`config.mk`:
```
export PLATFORM = sky130hd
export DESIGN_NAME = radio_cmd_arbiter
export DESIGN_NICKNAME = d
export VERILOG_FILES = /design/src/rtl/radio_cmd_pkg.sv /design/src/rtl/cmd_decode.sv /design/src/rtl/ack_sched.sv /design/src/rtl/exc_flags.sv /design/src/rtl/radio_cmd_arbiter.sv
export SDC_FILE = /design/constraint.sdc
export NUM_CORES = 1
export LEC_CHECK = 0
export BUFFER_PORTS_ARGS = -buffer_cell sky130_fd_sc_hd__clkbuf_2
export CAP_MARGIN = 10
export CORE_MARGIN = 2
export CORE_UTILIZATION = 33
export DETAILED_ROUTE_END_ITERATION = 8
export SYNTH_ARGS = -nofsm -noshare
export SYNTH_HDL_FRONTEND = slang
export SYNTH_SLANG_ARGS = --single-unit
```
`constraint.sdc`:
```
create_clock -name clk -period 1.1 [get_ports clk]
set_input_delay 0.165 -clock clk [delete_from_list [all_inputs] [get_ports clk]]
set_output_delay 0.165 -clock clk [all_outputs]
set_load 0.01 [all_outputs]
```
`src/rtl/radio_cmd_pkg.sv`:
```
package radio_cmd_pkg;

  localparam int CMD_W = 8;

  typedef enum logic [CMD_W-1:0] {
    OP_OSC_OFF  = 8'h01,
    OP_FLUSH_RX = 8'h02,
    OP_FLUSH_TX = 8'h03,
    OP_ACK      = 8'h04,
    OP_ACK_PEND = 8'h05,
    OP_NO_ACK   = 8'h06
  } cmd_e;

  typedef struct packed {
    logic osc;
    logic frx;
    logic ftx;
    logic ack;
    logic ackp;
    logic nack;
  } cmd_hit_t;

  typedef enum logic [1:0] {
    ACKD_DEFAULT = 2'd0,
    ACKD_PLAIN   = 2'd1,
    ACKD_PEND    = 2'd2,
    ACKD_SUPPR   = 2'd3
  } ack_dec_e;

endpackage

```
`src/rtl/cmd_decode.sv`:
```
module cmd_decode
  import radio_cmd_pkg::*;
(
  input  logic             valid,
  input  logic [CMD_W-1:0] opcode,
  output cmd_hit_t         hit
);

  always_comb begin
    hit = '0;
    if (valid) begin
      case (opcode)
        OP_OSC_OFF:  hit.osc  = 1'b1;
        OP_FLUSH_RX: hit.frx  = 1'b1;
        OP_FLUSH_TX: hit.ftx  = 1'b1;
        OP_ACK:      hit.ack  = 1'b1;
        OP_ACK_PEND: hit.ackp = 1'b1;
        OP_NO_ACK:   hit.nack = 1'b1;
        default:     hit = '0;
      endcase
    end
  end

endmodule

```
`src/rtl/ack_sched.sv`:
```
module ack_sched
  import radio_cmd_pkg::*;
(
  input  logic clk,
  input  logic rst_n,
  input  logic frame_end,
  input  logic auto_ack_en,
  input  logic set_plain,
  input  logic set_pend,
  input  logic set_suppr,
  output logic ack_send,
  output logic ack_pend_bit
);

  ack_dec_e dec_q, dec_d;
  logic     send_d, pend_d;

  always_comb begin
    dec_d = dec_q;
    if (frame_end)      dec_d = ACKD_DEFAULT;
    else if (set_suppr) dec_d = ACKD_SUPPR;
    else if (set_pend)  dec_d = ACKD_PEND;
    else if (set_plain) dec_d = ACKD_PLAIN;
  end

  always_comb begin
    send_d = 1'b0;
    pend_d = 1'b0;
    if (frame_end) begin
      case (dec_q)
        ACKD_PLAIN:   send_d = 1'b1;
        ACKD_PEND:    begin send_d = 1'b1; pend_d = 1'b1; end
        ACKD_DEFAULT: send_d = auto_ack_en;
        default:      send_d = 1'b0;
      endcase
    end
  end

  always_ff @(posedge clk or negedge rst_n) begin
    if (!rst_n) begin
      dec_q        <= ACKD_DEFAULT;
      ack_send     <= 1'b0;
      ack_pend_bit <= 1'b0;
    end else begin
      dec_q        <= dec_d;
      ack_send     <= send_d;
      ack_pend_bit <= pend_d;
    end
  end


  suppr_no_send_chk: assert property (@(posedge clk) disable iff (!rst_n)
    (dec_q == ACKD_SUPPR) && frame_end |=> !ack_send);


  pend_qual_chk: assert property (@(posedge clk) disable iff (!rst_n)
    ack_pend_bit |-> ack_send);

endmodule

```
`src/rtl/exc_flags.sv`:
```
module exc_flags #(
  parameter int N = 2
) (
  input  logic         clk,
  input  logic         rst_n,
  input  logic [N-1:0] set,
  input  logic         clear,
  output logic [N-1:0] flags
);

  for (genvar i = 0; i < N; i++) begin : g_flag
    logic flag_d;

    always_comb begin
      flag_d = flags[i];
      if (clear)  flag_d = 1'b0;
      if (set[i]) flag_d = 1'b1;
    end

    always_ff @(posedge clk or negedge rst_n) begin
      if (!rst_n) flags[i] <= 1'b0;
      else        flags[i] <= flag_d;
    end


    flag_sticky_chk: assert property (@(posedge clk) disable iff (!rst_n)
      flags[i] && !clear |=> flags[i]);
  end

endmodule

```
`src/rtl/radio_cmd_arbiter.sv`:
```
module radio_cmd_arbiter
  import radio_cmd_pkg::*;
(
  input  logic             clk,
  input  logic             rst_n,
  input  logic             strobe_valid,
  input  logic [CMD_W-1:0] opcode,
  input  logic             radio_idle,
  input  logic             frame_rx,
  input  logic             auto_ack_en,
  input  logic             frame_end,
  input  logic             exc_clear,
  output logic             osc_off_pulse,
  output logic             flush_rx_pulse,
  output logic             flush_tx_pulse,
  output logic             nack_pulse,
  output logic             ack_send,
  output logic             ack_pend_bit,
  output logic             usage_err,
  output logic             frame_aborted
);

  localparam int NFLAG = 2;

  cmd_hit_t         hit;
  logic             ack_any;
  logic [NFLAG-1:0] flag_set, flag_q;
  logic             osc_d, frx_d, ftx_d, nack_d;

  cmd_decode u_dec (
    .valid  (strobe_valid),
    .opcode (opcode),
    .hit    (hit)
  );

  always_comb begin
    ack_any     = hit.ack | hit.ackp | hit.nack;
    osc_d       = hit.osc & radio_idle;
    frx_d       = hit.frx;
    ftx_d       = hit.ftx;
    nack_d      = hit.nack & frame_rx;
    flag_set[0] = (hit.osc & ~radio_idle) | (ack_any & ~frame_rx);
    flag_set[1] = (hit.osc | hit.frx) & frame_rx;
  end

  always_ff @(posedge clk or negedge rst_n) begin
    if (!rst_n) begin
      osc_off_pulse  <= 1'b0;
      flush_rx_pulse <= 1'b0;
      flush_tx_pulse <= 1'b0;
      nack_pulse     <= 1'b0;
    end else begin
      osc_off_pulse  <= osc_d;
      flush_rx_pulse <= frx_d;
      flush_tx_pulse <= ftx_d;
      nack_pulse     <= nack_d;
    end
  end

  exc_flags #(.N(NFLAG)) u_flags (
    .clk   (clk),
    .rst_n (rst_n),
    .set   (flag_set),
    .clear (exc_clear),
    .flags (flag_q)
  );

  assign usage_err     = flag_q[0];
  assign frame_aborted = flag_q[1];

  ack_sched u_ack (
    .clk          (clk),
    .rst_n        (rst_n),
    .frame_end    (frame_end),
    .auto_ack_en  (auto_ack_en),
    .set_plain    (hit.ack & frame_rx),
    .set_pend     (hit.ackp & frame_rx),
    .set_suppr    (hit.nack & frame_rx),
    .ack_send     (ack_send),
    .ack_pend_bit (ack_pend_bit)
  );


  osc_idle_chk: assert property (@(posedge clk) disable iff (!rst_n)
    $rose(osc_off_pulse) |-> $past(radio_idle));


  frx_abort_chk: assert property (@(posedge clk) disable iff (!rst_n)
    $rose(flush_rx_pulse) && $past(frame_rx) |-> frame_aborted);


  osc_busy_err_chk: assert property (@(posedge clk) disable iff (!rst_n)
    strobe_valid && (opcode == OP_OSC_OFF) && !radio_idle |=> usage_err && !osc_off_pulse);


  ftx_pulse_chk: assert property (@(posedge clk) disable iff (!rst_n)
    strobe_valid && (opcode == OP_FLUSH_TX) |=> flush_tx_pulse);

endmodule

```
* Yosys cells after proc, flatten, opt, wreduce, memory -nomap -nowiden
Cells that the tools add are included.
** Word-level totals
- Flip-flop bits (word level) :: 10
- Input bits :: 16
- Word-level logic and storage cells :: 53
** Cells by class
- Equality and inequality tests :: 8
- Mux-type cells :: 18
- Bitwise operators :: 13
- Reductions and logical operators :: 5
** Operators with widths (count)
- $eq 8x3->1 const B :: 3
- $eq 8x2->1 const B :: 2
- $mux 1 :: 12
- $eq 8x1->1 const B :: 1
- $mux 2 :: 4
- $and 1x1->1 :: 7
- $mux 6 :: 1
- $or 1x1->1 :: 4
- $reduce_bool 2->1 :: 2
- $reduce_bool 4->1 :: 1
- $eq 2x1->1 const B :: 1
- $eq 2x2->1 const B :: 1
- $logic_not 2->1 :: 1
- $not 1->1 :: 2
- $pmux 1 s2 :: 1
- $reduce_or 2->1 :: 1

* Depth between registers and ports, before layout
- Depth in word-level cells :: 8
- Depth in mapped cells :: 4
- Gate-level depth less buffers :: 4

* Cells and area by module
From an unflattened synthesis, not the netlist that was laid out.
** Unflattened totals
- Cell total of the unflattened synthesis :: 48
- Area, all modules :: 500.5 um^2
** Modules (own cells, without submodules)
- ack_sched :: times used 1, cells each 18, area an instance 195.2 um^2, seq. area each 100.1 um^2
- radio_cmd_arbiter :: times used 1, cells each 12, area an instance 153.9 um^2, seq. area each 100.1 um^2
- cmd_decode :: times used 1, cells each 13, area an instance 82.6 um^2, seq. area each 0.0 um^2
- exc_flags :: times used 1, cells each 5, area an instance 68.8 um^2, seq. area each 50.0 um^2

* Worst setup path before layout
No wires, ideal clock.
- Path kind :: in2reg
- From :: input opcode[3]
- To :: register u_flags.flags[1]
- Library setup time :: 0.104 ns
- Arrival time :: 1.324 ns
- Data required time :: 0.996 ns
- Slack :: -0.328 ns
- Cell stages on the path :: 3
- Cells stage by stage :: or4b_4 -> or3_4 -> o41ai_2
** On the way
- Longest elaborated chain between the ends :: 6
** Ends and longest elaborated chain
- start: declaration :: RTL line radio_cmd_arbiter.sv:7 : input logic [CMD_W-1:0] opcode,
- $eq 8x1->1 / $eq 8x2->1 (equally long branches) :: RTL line cmd_decode.sv:12 : case (opcode)
- $mux 1 :: RTL line cmd_decode.sv:12
- $mux 6 * :: RTL line cmd_decode.sv:11 : if (valid) begin
- $or 1x1->1 * :: RTL line radio_cmd_arbiter.sv:43 : flag_set[1] = (hit.osc | hit.frx) & frame_rx;
- $and 1x1->1 * :: RTL line radio_cmd_arbiter.sv:43
- $mux 1 / $reduce_bool 2->1 (equally long branches)
- end signal: indexed assignment :: RTL line exc_flags.sv:22 : else flags[i] <= flag_d;
- end: declaration :: RTL line exc_flags.sv:8 : output logic [N-1:0] flags
Mark *: on every way between the ends. The rest lies on a longest branch, timed or not.
A chain may end at the register's enable or synchronous reset.

* Worst setup path after layout
Same ends and word-level chain as after synthesis.

==> report_table.html <==
<table>
<tr><th>Metric</th><th>Value</th></tr>
<tr><th colspan="2">Routing</th></tr>
<tr><td>Routed via count</td><td>467</td></tr>
<tr><td>Post-route antenna net violation count</td><td>0</td></tr>
<tr><td>Detailed-router iteration count before antenna repair</td><td>2</td></tr>
<tr><td>Detailed-route wire length</td><td>1176 microns</td></tr>
<tr><td>Remaining design rule violation count</td><td>0</td></tr>
<tr><td>Avg WL per Cell</td><td>12.78 microns</td></tr>
<tr><td>Post-DR vias/cell</td><td>5.076</td></tr>
<tr><td>DRC violation total after the first TritonRoute iteration</td><td>7</td></tr>
<tr><th colspan="2">Synth</th></tr>
<tr><td>Cells after Synth</td><td>47</td></tr>
<tr><td>Net count after synthesis</td><td>66</td></tr>
<tr><td>Synth Cell Area</td><td>528.0 sq um</td></tr>
<tr><td>Count of yosys warnings during synthesis</td><td>0</td></tr>
<tr><td>Proportion of register bits with asynchronous set or reset after synthesis</td><td>1.000</td></tr>
<tr><td>Sequential element share of the synthesized area</td><td>0.4739</td></tr>
<tr><td>Main synth FF type</td><td>sky130_fd_sc_hd__dfrtp_1</td></tr>
<tr><td>Number of flops mapped to enable cells by yosys</td><td>0</td></tr>
<tr><td>Mean instance size in the synthesized netlist</td><td>11.23 sq um</td></tr>
<tr><td>Yosys cell types</td><td>26</td></tr>
<tr><td>Flop and latch count out of synthesis</td><td>10</td></tr>
<tr><th colspan="2">Place</th></tr>
<tr><td>Worst-case setup slack after placement</td><td>-0.4365 ns</td></tr>
<tr><td>DPL Wire Length</td><td>832.6 microns</td></tr>
<tr><td>Number of I/O port buffers</td><td>23</td></tr>
<tr><td>Number of cells in the design after placement</td><td>86</td></tr>
<tr><td>RePlAce Congestion</td><td>0.7774</td></tr>
<tr><th colspan="2">Power</th></tr>
<tr><td>Clock power share</td><td>0.335</td></tr>
<tr><td>Power per unit of standard cell area</td><td>921.5 nW/um^2</td></tr>
<tr><td>Static leakage</td><td>0.3970 nW</td></tr>
<tr><td>Combinational fraction of design power</td><td>0.144</td></tr>
<tr><td>Switching share of power</td><td>0.2398</td></tr>
<tr><td>Register share of total power</td><td>0.520</td></tr>
<tr><td>Cell internal power dissipation</td><td>0.5425 mW</td></tr>
<tr><td>Net switching power</td><td>0.1711 mW</td></tr>
<tr><td>Worst vdd rail ir drop</td><td>0.3367 mV</td></tr>
<tr><th colspan="2">Timing</th></tr>
<tr><td>Max Clock Skew</td><td>0.0001141 ns</td></tr>
<tr><td>Slew headroom</td><td>0.8035</td></tr>
<tr><td>Transition time at the pin with the least slew margin</td><td>0.2926 ns</td></tr>
<tr><td>Final worst-path cycle share</td><td>1.168</td></tr>
<tr><td>Final Setup Violations</td><td>3</td></tr>
<tr><td>Final hold violation count</td><td>0</td></tr>
<tr><td>Period minus WS final</td><td>1.285 ns</td></tr>
<tr><td>Setup repair after global routing missed its margin</td><td>true</td></tr>
<tr><td>Fin. max-slew vios</td><td>0</td></tr>
<tr><td>Peak clock frequency supported by timing</td><td>0.7781 GHz</td></tr>
<tr><td>Smallest setup slack after layout</td><td>-0.1852 ns</td></tr>
<tr><th colspan="2">Global route</th></tr>
<tr><td>Aggregate global routing overflow</td><td>0</td></tr>
<tr><td>Met2 Usage GRT</td><td>0.2059</td></tr>
<tr><td>Met3 Track Usage GR</td><td>0.01250</td></tr>
<tr><td>Number of global-route vias before repair</td><td>437</td></tr>
<tr><td>Wire length of the first global-routing pass</td><td>1807 microns</td></tr>
<tr><td>Maximum number of pins on one net before global-route repair</td><td>11</td></tr>
<tr><td>Initial antenna violation count</td><td>0</td></tr>
<tr><td>Most Crowded Layer GR</td><td>met2</td></tr>
<tr><td>Met1 Track Usage GR</td><td>0.1632</td></tr>
<tr><td>Combined global-route utilization of all metal layers</td><td>0.1269</td></tr>
<tr><th colspan="2">Final layout</th></tr>
<tr><td>Total area of multi-input combinational cells</td><td>297.8 sq um</td></tr>
<tr><td>Post-route non-filler standard cell count</td><td>92</td></tr>
<tr><td>Proportion of layout cells with a drive suffix above 1</td><td>0.5132</td></tr>
<tr><td># nets final</td><td>97</td></tr>
<tr><td>Fillers</td><td>142</td></tr>
<tr><td>Number of diodes added for antenna fixing</td><td>0</td></tr>
<tr><td>Layout Area Growth over Synthesis</td><td>46.68%</td></tr>
<tr><td>Area used by sequential logic in the layout</td><td>250.2 sq um</td></tr>
<tr><th colspan="2">Floorplan</th></tr>
<tr><td># rows</td><td>14</td></tr>
<tr><td>Initial cell density of the core</td><td>0.3505</td></tr>
<tr><td>Core area</td><td>1506 sq um</td></tr>
<tr><td>Total Die Area</td><td>1936 sq um</td></tr>
<tr><td>Vertical die dimension</td><td>44 microns</td></tr>
<tr><td>Width of the die</td><td>44 microns</td></tr>
<tr><td>Count of boundary I/O pins</td><td>24</td></tr>
<tr><th colspan="2">Clocking</th></tr>
<tr><td>Clk_lat worst skew</td><td>0.25 ns</td></tr>
<tr><td>Clock-pin transition on the worst setup and hold timing paths</td><td>0.06 ns</td></tr>
<tr><td>Clock H-tree levels</td><td>1</td></tr>
<tr><td>Maximum clock insertion buffer count</td><td>2</td></tr>
<tr><td>CTS root buf</td><td>sky130_fd_sc_hd__clkbuf_4</td></tr>
<tr><td>TritonCTS clock tree</td><td>built</td></tr>
<tr><td>Number of clock sinks seen by CTS</td><td>10</td></tr>
<tr><td>Total CTS buffers</td><td>3</td></tr>
<tr><th colspan="2">Hold path</th></tr>
<tr><td>Hold wc startpoint</td><td>exc_clear</td></tr>
<tr><td>Worst min path class</td><td>in2reg</td></tr>
<tr><td>Hold worst-path end</td><td>u_flags.flags[0]$_DFFE_PN0P_</td></tr>
<tr><td>Number of instances on the worst hold path</td><td>2</td></tr>
<tr><th colspan="2">Worst setup path</th></tr>
<tr><td>Slowest stage delay, CP</td><td>0.52 ns</td></tr>
<tr><td>Worst reg2reg path endpoint</td><td>u_ack.ack_send$_DFF_PN0_</td></tr>
<tr><td>Type of the setup path with the least slack</td><td>in2reg</td></tr>
<tr><td>Critical path cell sequence</td><td>buf_6 &gt; or4b_4 &gt; or3_4 &gt; o41ai_4</td></tr>
<tr><td>Crit end category</td><td>register</td></tr>
<tr><td>Crit path DAT</td><td>1.44 ns</td></tr>
<tr><td>Worst flop-to-flop path startpoint</td><td>u_ack.dec_q[0]$_DFFE_PN0P_</td></tr>
<tr><td>Data required time at the worst endpoint</td><td>1.26 ns</td></tr>
<tr><td>Critical Path Source Type</td><td>primary input</td></tr>
<tr><td>Worst R2R Path Depth</td><td>4</td></tr>
<tr><td>CP max FO</td><td>3</td></tr>
<tr><td>Worst reg-to-reg setup slack</td><td>0.09 ns</td></tr>
<tr><td>Max stage delay cell, worst path</td><td>sky130_fd_sc_hd__or4b_4</td></tr>
<tr><th colspan="2">Outcome</th></tr>
<tr><td>Violated checks</td><td>negative setup slack</td></tr>
<tr><td>Result of the run</td><td>finished, violations left</td></tr>
<tr><th colspan="2">Flow run</th></tr>
<tr><td>Total of max-cap violations</td><td>0</td></tr>
</table>
[cell families (layout without fill, tap and decap cells)]
family / after synthesis / after routing / share of synthesized area
AOI/OAI and AO/OA: 7 / 7 / 0.1043
xor gates and xnor gates: 1 / 1 / 0.01659
adders and majority gates: 3 / 3 / 0.07110
buffers and inverters: 8 / 37 / 0.05687
DFF: 10 / 10 / 0.4739
and+or+nand+nor: 18 / 18 / 0.2773
[per-layer routing]
layer,vias to the layer above,wire length (microns)
met5,-,0
met4,0,8
met3,2,74
met2,20,570
met1,212,522
li1,233,-
[Yosys cell counts, types with 2 or more instances]
cell type | number | area [sq um]
sky130_fd_sc_hd__dfrtp_1 | 10 | 250.2
sky130_fd_sc_hd__inv_1 | 6 | 22.52
sky130_fd_sc_hd__ha_1 | 3 | 37.54
sky130_fd_sc_hd__a21oi_1 | 2 | 10.01
sky130_fd_sc_hd__clkbuf_1 | 2 | 7.510
sky130_fd_sc_hd__nor3_1 | 2 | 10.01
sky130_fd_sc_hd__nor3b_1 | 2 | 15.01
sky130_fd_sc_hd__nor4_1 | 2 | 12.51
[power groups by stage]
stage | registers [mW] | logic, mW | clock network, mW
floorplan | 0.380 | 0.0331 | 0
finish | 0.371 | 0.103 | 0.239
detailed placement | 0.378 | 0.0851 | 0
global placement | 0.378 | 0.0849 | 0
global route | 0.371 | 0.113 | 0.280
CTS | 0.371 | 0.0928 | 0.250
[through the flow]
stage / total power, mW / util / cell area (sq um) / TNS [ns] / hold WS (ns)
after floorplan: 0.4129 / - / 528.0 / -0.9451 / -0.1306
after global placement: 0.4630 / 0.4452 / 670.6 / -2.523 / 0.04149
after detailed placement: 0.4634 / 0.4452 / 670.6 / -2.591 / 0.04160
after CTS: 0.7136 / 0.4801 / 723.2 / -0.4082 / 0.1005
after global routing: 0.7633 / 0.5141 / 774.5 / -0.5403 / 0.09776
final: 0.7137 / 0.5141 / 774.5 / -0.4452 / 0.1066
[worst max path at each step]
| stage | start | endpoint | cells after the start |
|---|---|---|---|
| floorplan | opcode[3] | u_flags.flags[1]$_DFFE_PN0P_ | 3 |
| global placement | opcode[3] | u_flags.flags[1]$_DFFE_PN0P_ | 4 |
| detailed placement | opcode[3] | u_flags.flags[1]$_DFFE_PN0P_ | 4 |
| CTS | opcode[3] | u_flags.flags[1]$_DFFE_PN0P_ | 4 |
| global route | opcode[3] | u_flags.flags[1]$_DFFE_PN0P_ | 4 |
| finish | opcode[3] | u_flags.flags[1]$_DFFE_PN0P_ | 4 |
[registers in the layout, indices dropped and copies added (netlist names)]
signal	flops
u_ack.dec_q	2
u_flags.flags	2
flush_rx_pulse	1
flush_tx_pulse	1
nack_pulse	1
osc_off_pulse	1
u_ack.ack_pend_bit	1
u_ack.ack_send	1
[layout make-up]
class	count	area share
Sequential cell	10	0.3231
Timing Repair Buffer	28	0.2084
Inverter	6	0.02908
Clock buffer	3	0.02908
Multi-Input combinational cell	29	0.3845
Tap cell	16	0.02585
[timing repair]
item                       CTS  global route
hold buffers                 1             0
hold endpoints to repair    10             0
setup buffers                0             2
setup endpoints to repair    6             8
resized for setup            3             6
[layout by cell type, fill, tap and decap left out, types with 2 or more instances in the layout]
cell type and instances:
sky130_fd_sc_hd__a21oi_2 2, sky130_fd_sc_hd__buf_4 4, sky130_fd_sc_hd__clkbuf_2 22, sky130_fd_sc_hd__clkbuf_4 3, sky130_fd_sc_hd__dfrtp_1 10, sky130_fd_sc_hd__ha_1 3
sky130_fd_sc_hd__inv_1 6
[worst max-delay path: cells and delay by family]
kind / cells / cell delay [ns]
buf+inv: 1 / 0.09
simple gates: 2 / 0.89
compound gates: 1 / 0.29
Power figures use the tool's default switching activity.
